===== src/rtl/dbg_pkg.sv =====
package dbg_pkg;
  localparam int NCAUSE     = 4;
  localparam int CAUSE_REQ  = 0;
  localparam int CAUSE_EXT  = 1;
  localparam int CAUSE_ZERO = 2;
  localparam int CAUSE_STEP = 3;

  typedef enum logic [2:0] {
    EC_NONE  = 3'd0,
    EC_ABORT = 3'd1,
    EC_EVENT = 3'd2,
    EC_ZERO  = 3'd3,
    EC_STEP  = 3'd4,
    EC_REQ   = 3'd5
  } entry_code_e;

  typedef enum logic [1:0] {
    ST_IDLE  = 2'd0,
    ST_ARMED = 2'd1,
    ST_DUE   = 2'd2
  } step_state_e;
endpackage


===== src/rtl/dbg_evt_det.sv =====
module dbg_evt_det #(
  parameter int SYNC_STAGES = 2
) (
  input  logic       clk,
  input  logic       rst,
  input  logic       pin,
  input  logic [1:0] mode,
  input  logic       consume,
  input  logic       block,
  output logic       pend
);
  localparam logic [1:0] MODE_FALL = 2'b01;

  logic [SYNC_STAGES-1:0] sync_q;
  logic                   last_q;
  logic                   fall;

  // synchronizer chain, reset to the idle-high level
  genvar g;
  generate
    for (g = 0; g < SYNC_STAGES; g++) begin : g_sync
      always_ff @(posedge clk) begin
        if (rst) sync_q[g] <= 1'b1;
        else if (g == 0) sync_q[g] <= pin;
        else sync_q[g] <= sync_q[(g == 0) ? 0 : g-1];
      end
    end
  endgenerate

  always_ff @(posedge clk) begin
    if (rst) last_q <= 1'b1;
    else     last_q <= sync_q[SYNC_STAGES-1];
  end

  assign fall = last_q & ~sync_q[SYNC_STAGES-1];

  always_ff @(posedge clk) begin
    if (rst)                                 pend <= 1'b0;
    else if (mode != MODE_FALL || consume || block) pend <= 1'b0;
    else if (fall)                           pend <= 1'b1;
  end

  // a pending event only arises under the falling-edge mode
  assert_evt_mode_R5: assert property (@(posedge clk) disable iff (rst)
    $rose(pend) |-> $past(mode) == MODE_FALL);
endmodule


===== src/rtl/dbg_step_ctl.sv =====
module dbg_step_ctl
  import dbg_pkg::*;
(
  input  logic clk,
  input  logic rst,
  input  logic ret_take,
  input  logic step_en,
  input  logic instr_exec,
  input  logic enter,
  output logic due
);
  step_state_e state_q, state_d;

  always_comb begin
    state_d = state_q;
    case (state_q)
      ST_IDLE:  if (ret_take && step_en) state_d = ST_ARMED;
      ST_ARMED: if (enter) state_d = ST_IDLE;
                else if (instr_exec) state_d = ST_DUE;
      ST_DUE:   if (enter) state_d = ST_IDLE;
      default:  state_d = ST_IDLE;
    endcase
  end

  always_ff @(posedge clk) begin
    if (rst) state_q <= ST_IDLE;
    else     state_q <= state_d;
  end

  assign due = (state_q == ST_DUE);

  // the step halt becomes due only after one executed instruction
  assert_step_one_R4: assert property (@(posedge clk) disable iff (rst)
    (state_q == ST_DUE && $past(state_q) == ST_ARMED) |-> $past(instr_exec));
endmodule


===== src/rtl/dbg_entry_arb.sv =====
module dbg_entry_arb
  import dbg_pkg::*;
(
  input  logic              active,
  input  logic              abort,
  input  logic              valid,
  input  logic              evt_pend,
  input  logic              zero_hit,
  input  logic              step_due,
  input  logic              req_ok,
  output logic              enter,
  output entry_code_e       code,
  output logic [NCAUSE-1:0] hits
);
  logic b_evt, b_step, b_req;

  assign b_evt  = valid & evt_pend;
  assign b_step = valid & step_due;
  assign b_req  = valid & req_ok;

  always_comb begin
    enter = active & (abort | b_evt | zero_hit | b_step | b_req);
    code  = EC_NONE;
    if (active) begin
      if (abort)         code = EC_ABORT;
      else if (b_evt)    code = EC_EVENT;
      else if (zero_hit) code = EC_ZERO;
      else if (b_step)   code = EC_STEP;
      else if (b_req)    code = EC_REQ;
    end
    hits = '0;
    if (enter) begin
      hits[CAUSE_REQ]  = abort | b_req;
      hits[CAUSE_EXT]  = b_evt;
      hits[CAUSE_ZERO] = zero_hit;
      hits[CAUSE_STEP] = b_step;
    end
  end

  // an entry always carries a cause code
  always_comb begin
    if (enter) assert_code_valid_R11: assert (code != EC_NONE);
  end
endmodule


===== src/rtl/dbg_entry_ctrl.sv =====
module dbg_entry_ctrl
  import dbg_pkg::*;
#(
  parameter int AW          = 32,
  parameter int OPW         = 16,
  parameter int SRW         = 32,
  parameter int DM_BIT      = 21,
  parameter int SYNC_STAGES = 2
) (
  input  logic              clk,
  input  logic              rst,
  input  logic              instr_valid,
  input  logic [AW-1:0]     instr_pc,
  input  logic [OPW-1:0]    instr_opcode,
  input  logic              instr_from_repl,
  input  logic [SRW-1:0]    cpu_sr,
  input  logic              exc_pending,
  input  logic              halt_req,
  input  logic              abort_cmd,
  input  logic              trap_zero_en,
  input  logic              step_en,
  input  logic [1:0]        evt_mode,
  input  logic              evt_pin,
  input  logic              ret_cmd,
  input  logic [NCAUSE-1:0] cause_clr,
  output logic              dbg_enter,
  output logic              dbg_active,
  output logic [2:0]        entry_code,
  output logic [NCAUSE-1:0] cause_flags,
  output logic [AW-1:0]     saved_pc,
  output logic [SRW-1:0]    saved_sr
);
  logic              active, ret_take, zero_hit, req_ok;
  logic              evt_pend, step_due, enter;
  logic              instr_exec;
  entry_code_e       code;
  logic [NCAUSE-1:0] hits;

  assign active     = ~dbg_active;
  assign ret_take   = ret_cmd & dbg_active;
  assign zero_hit   = active & instr_valid & ~instr_from_repl &
                      (instr_opcode == '0) & trap_zero_en;
  assign req_ok     = halt_req & ~cpu_sr[DM_BIT] & ~exc_pending;
  assign instr_exec = active & instr_valid & ~instr_from_repl & ~enter;

  dbg_evt_det #(.SYNC_STAGES(SYNC_STAGES)) evt_i (
    .clk(clk), .rst(rst), .pin(evt_pin), .mode(evt_mode),
    .consume(enter), .block(dbg_active), .pend(evt_pend)
  );

  dbg_step_ctl step_i (
    .clk(clk), .rst(rst), .ret_take(ret_take), .step_en(step_en),
    .instr_exec(instr_exec), .enter(enter), .due(step_due)
  );

  dbg_entry_arb arb_i (
    .active(active), .abort(abort_cmd), .valid(instr_valid),
    .evt_pend(evt_pend), .zero_hit(zero_hit), .step_due(step_due),
    .req_ok(req_ok), .enter(enter), .code(code), .hits(hits)
  );

  always_ff @(posedge clk) begin
    if (rst) begin
      dbg_active  <= 1'b0;
      dbg_enter   <= 1'b0;
      entry_code  <= EC_NONE;
      cause_flags <= '0;
      saved_pc    <= '0;
      saved_sr    <= '0;
    end else begin
      dbg_enter   <= enter;
      cause_flags <= (cause_flags & ~cause_clr) | hits;
      if (enter) begin
        dbg_active <= 1'b1;
        entry_code <= code;
        saved_pc   <= instr_pc;
        saved_sr   <= cpu_sr;
      end else if (ret_take) begin
        dbg_active <= 1'b0;
      end
    end
  end

  // a zero-trap entry needs the enable
  assert_zero_gate_R1: assert property (@(posedge clk) disable iff (rst)
    (dbg_enter && entry_code == EC_ZERO) |-> $past(trap_zero_en));

  // trapped zero opcode lands in debug mode with its flag
  assert_zero_cause_R2: assert property (@(posedge clk) disable iff (rst)
    (!dbg_active && instr_valid && !instr_from_repl && instr_opcode == '0 && trap_zero_en)
    |=> (dbg_active && cause_flags[CAUSE_ZERO]));

  // replacement instructions never re-enter
  assert_repl_exempt_R3: assert property (@(posedge clk) disable iff (rst)
    (dbg_active && instr_valid && instr_from_repl && !ret_cmd) |=> (dbg_active && !dbg_enter));

  // abort forces entry with the request flag
  assert_abort_forced_R7: assert property (@(posedge clk) disable iff (rst)
    (abort_cmd && !dbg_active) |=> (dbg_enter && cause_flags[CAUSE_REQ] && entry_code == EC_ABORT));

  // captured address is the held-back instruction
  assert_capture_R9: assert property (@(posedge clk) disable iff (rst)
    (abort_cmd && !dbg_active) |=> (saved_pc == $past(instr_pc) && saved_sr == $past(cpu_sr)));

  // ordinary request only when unmasked and no exception pending
  assert_req_blocked_R10: assert property (@(posedge clk) disable iff (rst)
    (dbg_enter && entry_code == EC_REQ) |-> (!$past(cpu_sr[DM_BIT]) && !$past(exc_pending)));

  // flags fall only under a clear write
  assert_sticky_R12: assert property (@(posedge clk) disable iff (rst)
    1'b1 |=> ((($past(cause_flags) & ~cause_flags) & ~$past(cause_clr)) == '0));

  // return command leaves debug mode
  assert_ret_R13: assert property (@(posedge clk) disable iff (rst)
    (dbg_active && ret_cmd) |=> !dbg_active);
endmodule


===== config.mk =====
export PLATFORM = sky130hd
export DESIGN_NAME = dbg_entry_ctrl
export DESIGN_NICKNAME = d
export VERILOG_FILES = /design/src/rtl/dbg_pkg.sv /design/src/rtl/dbg_evt_det.sv /design/src/rtl/dbg_step_ctl.sv /design/src/rtl/dbg_entry_arb.sv /design/src/rtl/dbg_entry_ctrl.sv
export SDC_FILE = /design/constraint.sdc
export NUM_CORES = 1
export LEC_CHECK = 0
export BUFFER_PORTS_ARGS = -buffer_cell sky130_fd_sc_hd__buf_2
export CAP_MARGIN = 20
export CORE_ASPECT_RATIO = 0.9
export CORE_MARGIN = 2
export CORE_UTILIZATION = 50
export CTS_CLUSTER_DIAMETER = 200
export CTS_CLUSTER_SIZE = 25
export DETAILED_ROUTE_END_ITERATION = 10
export GPL_ROUTABILITY_DRIVEN = 0
export PLACE_DENSITY = 0.86
export SLEW_MARGIN = 20
export SYNTH_ARGS = -nofsm -noshare
export SYNTH_HDL_FRONTEND = slang
export SYNTH_SLANG_ARGS = --single-unit

===== constraint.sdc =====
create_clock -name clk -period 5.4 [get_ports clk]
set_input_delay 0.27 -clock clk [delete_from_list [all_inputs] [get_ports clk]]
set_output_delay 0.27 -clock clk [all_outputs]
set_load 0.01 [all_outputs]

# [After elaboration in Yosys (flattened, before gate mapping)]
# Cells that the tools add are included.
[totals] reg_bits=79
[op_classes] eq_ne=6 n_mux=14 n_bitwise=27 n_reduce_logical=8
[op_table] op="$mux 3" count=6
[op_table] op="$logic_not 16->1" count=1
[op_table] op="$and 1x1->1" count=13
[op_table] op="$mux 2" count=4
[op_table] op="$not 1->1" count=6
[op_table] op="$pmux 2 s3" count=1
[op_table] op="$or 1x1->1" count=5
[op_table] op="$and 4x4->4" count=1
[op_table] op="$mux 4" count=1
[op_table] op="$ne 2x1->1 const B" count=2
[op_table] op="$not 4->4" count=1
[op_table] op="$or 4x4->4" count=1
[op_table] op="$ne 3x3->1 const B" count=1
[op_table] op="$reduce_and 3->1" count=1
[op_table] op="$eq 2x1->1 const B" count=1
[op_table] op="$eq 2x2->1 const B" count=1
[op_table] op="$logic_not 2->1" count=1
[op_table] op="$logic_or 1x1->1" count=2
[op_table] op="$mux 1" count=2
[op_table] op="$ne 2x2->1 const B" count=1
[op_table] op="$reduce_bool 2->1" count=1
[op_table] op="$reduce_or 2->1" count=1
[op_table] op="$logic_and 1x1->1" count=1

# [Depth between registers and ports, before layout]
[depth] ltp_word=14 depth_mapped=8 depth_no_buf=5

# [Cells and area by module]
# A second synthesis with hierarchy kept.
[hier_totals] hier_cells=286 hier_area_um2=3039.2
[modules_own_cells] module="dbg_entry_ctrl" n_inst=1 cells_each=253 area_per_inst_um2=2711.4
[modules_own_cells] module="dbg_evt_det" n_inst=1 cells_each=10 area_per_inst_um2=127.6
[modules_own_cells] module="dbg_entry_arb" n_inst=1 cells_each=14 area_per_inst_um2=101.3
[modules_own_cells] module="dbg_step_ctl" n_inst=1 cells_each=9 area_per_inst_um2=98.8

# [Worst setup path after synthesis]
# No wires, ideal clock.
[synth_path] kind="register -> register" start="register dbg_active" end="register saved_pc[15]" arrival_ns=1.969 setup_slack_ns=3.359 stages_incl_launch_ff=9 n_path_buf=3 synth_period_minus_slack_ns=2.041 path_cell_list="dfxtp_1 -> buf_2 -> nor2b_1 -> nand2b_1 -> or4_4 -> a31oi_4 -> buf_6 -> buf_6 -> mux2i_1"
[synth_via] elab_chain_len=9
[synth_lines] item="start, declared" line="dbg_entry_ctrl.sv:27" source="output logic dbg_active,"
[synth_lines] item="start signal, assigned" line="dbg_entry_ctrl.sv:64" source="dbg_active <= 1'b0;"
[synth_lines] item="start signal, assigned" line="dbg_entry_ctrl.sv:74" source="dbg_active <= 1'b1;"
[synth_lines] item="start signal, assigned" line="dbg_entry_ctrl.sv:79" source="dbg_active <= 1'b0;"
[synth_lines] item="$not 1->1 (*)" line="dbg_entry_ctrl.sv:39" source="assign active = ~dbg_active;"
[synth_lines] item="$and 1x1->1 (3 in a row)" line="dbg_entry_ctrl.sv:41" source="assign zero_hit = active & instr_valid & ~instr_from_repl &"
[synth_lines] item="$and 1x1->1" line="dbg_entry_ctrl.sv:42" source="(instr_opcode == '0) & trap_zero_en;"
[synth_lines] item="$or 1x1->1 (3 in a row)" line="dbg_entry_arb.sv:22" source="enter = active & (abort | b_evt | zero_hit | b_step | b_req);"
[synth_lines] item="$and 1x1->1 (*)" line="dbg_entry_arb.sv:22"
[synth_lines] item="end signal, assigned" line="dbg_entry_ctrl.sv:76" source="saved_pc <= instr_pc;"
[synth_lines] item="end, declared" line="dbg_entry_ctrl.sv:30" source="output logic [AW-1:0] saved_pc,"
# Every way passes the cells marked *; elsewhere a longest branch is shown, timed or not.
# A chain may end at the register's enable or synchronous reset.

# [Final worst setup path]
[layout_path] start="register dbg_active" end="register saved_pc[23]"
# Same word-level chain as after synthesis.

==> results.json <==
{
  "grt_overflow": 0,
  "drc_errors": 0,
  "outcome": "finished clean",
  "clkTransAtPathRegs_ns": 0.08,
  "ys_seq_elements": 79,
  "slew_headroom_pct": 37.8,
  "final_core_util_pct": 68.3,
  "synth_cells": 353,
  "synth.distinct_cells": 30,
  "crit_type": "reg -> reg",
  "worst_slack_ns": 3.04,
  "vias": 2932,
  "n_fill_cell": 542,
  "period_minus_slack_ns": 2.36,
  "r2r_end": "saved_pc[23]",
  "cp_cell_sequence": "nor2b_1, nand2b_1, or4_4, a31oi_4, buf_4, mux2i_1",
  "final_nets": 609,
  "cts_made_buffers": 9,
  "hold_path_end": "evt_i.sync_q[0]",
  "area_growth_pct": 30.2,
  "via_per_inst": 4.83,
  "endpoint_kind": "flip-flop",
  "reg2regPathDepth": 6,
  "grt_pass1_wl_mm": 12.5,
  "die_w_um": 92.3,
  "die_h_um": 83.5,
  "wire_per_inst_um": 12.6,
  "cp_slowest_cell": "or4_4",
  "ir_drop_v": 0.000266,
  "routed_wl_mm": 7.66,
  "clkLatencyLatePin_ns": 0.34,
  "antenna_found_initial": 0,
  "ctsResizeCount": 0,
  "fmax_mhz": 423,
  "dp_hpwl_mm": 5.52,
  "slew_viol_final": 0,
  "finalSetupViolCount": 0,
  "grt_max_degree": 144,
  "power_frac_seq_pct": 48.9,
  "synth_area_um2": 3510,
  "hold_violations": 0,
  "cts_tree": "yes",
  "avgSynthCellArea_um2": 9.95,
  "ctsHtreeMaxLevel": 3,
  "drtIter0Drc": 79,
  "power_density_nw_per_um2": 287,
  "p_comb_share_pct": 15.9,
  "syn_nets": 450,
  "root_buffer": "clkbuf_8",
  "synth_top_area_share_pct": 45.0,
  "crit_fanout": 36,
  "yosysSeqAreaShare_pct": 45.0,
  "cts_sinks": 79,
  "initial_core_util_pct": 52.5,
  "leakagePower_nw": 2.18,
  "port_buffers": 169,
  "power.total_w": 0.00131,
  "cts_buffer_depth": 2,
  "ant_nets": 0,
  "fin_crit_sh_pct": 43.8,
  "antenna_cells": 0,
  "firstDrtPassIters": 4,
  "min-delay-start": "evt_pin",
  "r2r_slack_ns": 3.04,
  "place_ws_ns": 3.01,
  "internal-power_w": 0.000988,
  "critPathRequiredTime_ns": 5.67,
  "fin_skew_ns": 0.00499,
  "power.net_switching_w": 0.000325,
  "dpl-instance-area_um2": 4360,
  "worst_pin_slew_ns": 0.934,
  "yosysWarnings": 0,
  "grt_use_total_pct": 19.8,
  "setup.worst_path.start_class": "flip-flop",
  "r2r_start": "dbg_active",
  "cp_slowest_stage_delay_ns": 0.53,
  "post-cts-setup-buffers": 0,
  "drv_cap": 0,
  "hold_buffers": 0,
  "worstHoldPathCells": 2,
  "ios": 170,
  "clkPwrFrac_pct": 35.2,
  "switching_share_pct": 24.8,
  "final_area_um2": 4570,
  "rows": 28,
  "cp.arrival_ns": 2.63,
  "grt_pass1_vias": 2947,
  "core_um2": 6690,
  "drive_gt1_share_pct": 37.3,
  "hold_path_class": "in -> reg",
  "rsz0062_at_grt": "false",
  "synthTopCellsByArea": "dfxtp_1 (45%), nand2b_1 (23%), mux2i_1 (18%)",
  "fin_tns_setup_ns": 0,
  "die_area_um2": 7710,
  "post-synth-top-area-cell": "dfxtp_1"
}
## power groups by stage
stage	registers, W	logic [W]	clock network (W)
2_1_floorplan	0.000672	0.000110	0
3_3_place_gp	0.000654	0.000205	0
3_5_place_dp	0.000655	0.000211	0
4_1_cts	0.000643	0.000212	0.000481
5_1_grt	0.000647	0.000229	0.000504
6_report	0.000642	0.000209	0.000463
## cells by family after synthesis
family,after synthesis,synth area share (%)
multiplexers,64,18.2
AND/OR/NAND/NOR,166,29.0
flip-flops,79,45.0
buffers and inverters,26,3.99
AO/OA/AOI/OAI,18,3.74
## per-layer routing
layer	share of wire, %	GRT usage (%)
met2	49	34.9
met3	8.3	8.22
met4	1.5	6.11
met5	0	0
met1	41	21.5
## cell type report
cell class | instances | area [um2] | share of cell area [%]
multi-input combinational | 248 | 1790 | 39.2
inverter | 2 | 7.51 | 0.164
clock buffer | 10 | 128 | 2.79
clock inverter | 6 | 85.1 | 1.86
tap | 90 | 113 | 2.46
timing repair buffer | 172 | 868 | 19.0
sequential | 79 | 1580 | 34.6
## Yosys cell counts
library cell	instances
inv_1	2
nand3_1	2
nor4_1	4
clkbuf_1	16
and2_1	2
nor3_1	2
nor2_1	10
dfxtp_1	79
buf_6	4
o221a_2	1
or2_2	3
nor2b_1	5
o21a_1	1
or4_4	1
a311oi_1	1
nand2b_1	131
nand4b_1	1
a31oi_4	1
a211oi_1	1
mux2i_1	64
nor3b_1	2
nand4_1	1
o31a_1	1
nand2_1	1
buf_2	1
a21oi_1	8
nor4b_1	1
o21ai_0	3
o2111a_1	1
buf_4	3
## worst max-delay path by stage
stage	startpoint	endpoint	slack (ns)	cells past startpoint
2_1_floorplan	dbg_active	saved_pc[15]	3.36	8
4_1_cts	dbg_active	saved_pc[23]	3.01	6
3_5_place_dp	instr_opcode[0]	saved_pc[23]	3.01	7
3_3_place_gp	instr_opcode[11]	entry_code[0]	3.07	7
5_1_grt	dbg_active	step_i.state_q[0]	2.86	6
6_report	dbg_active	saved_pc[23]	3.04	6
## layout by cell type, fill, tap and decap left out, types with 3 or more instances in the layout
cell type	instances
o21ai_0	3
dfxtp_1	79
clkbuf_8	9
buf_2	169
buf_4	3
nor2_1	10
nand2b_1	131
a21oi_1	8
mux2i_1	64
nor4_1	4
nor2b_1	5
or2_2	3
## per-stage QoR
stage | std cells | hold slack [ns]
4_1_cts | 607 | 0.0942
2_1_floorplan | 353 | 0.374
3_3_place_gp | 591 | 0.393
5_1_grt | 607 | 0.0937
3_5_place_dp | 591 | 0.403
6_report | 607 | 0.109
## critical path, delay by kind of cell, from the launching register on
kind            cells  cell delay, ns
mux                 1            0.27
compound gates      1            0.15
buf+inv             1            0.50
simple gates        3            0.92
flops               1            0.42
## registers in the layout, summed over array words and instances, names as in the netlist
signal          flops
saved_pc           32
evt_i.pend          1
entry_code          3
dbg_active          1
dbg_enter           1
step_i.state_q      2
evt_i.sync_q        2
evt_i.last_q        1
cause_flags         4
saved_sr           32
Note: power is estimated with default switching activity, not from simulation.
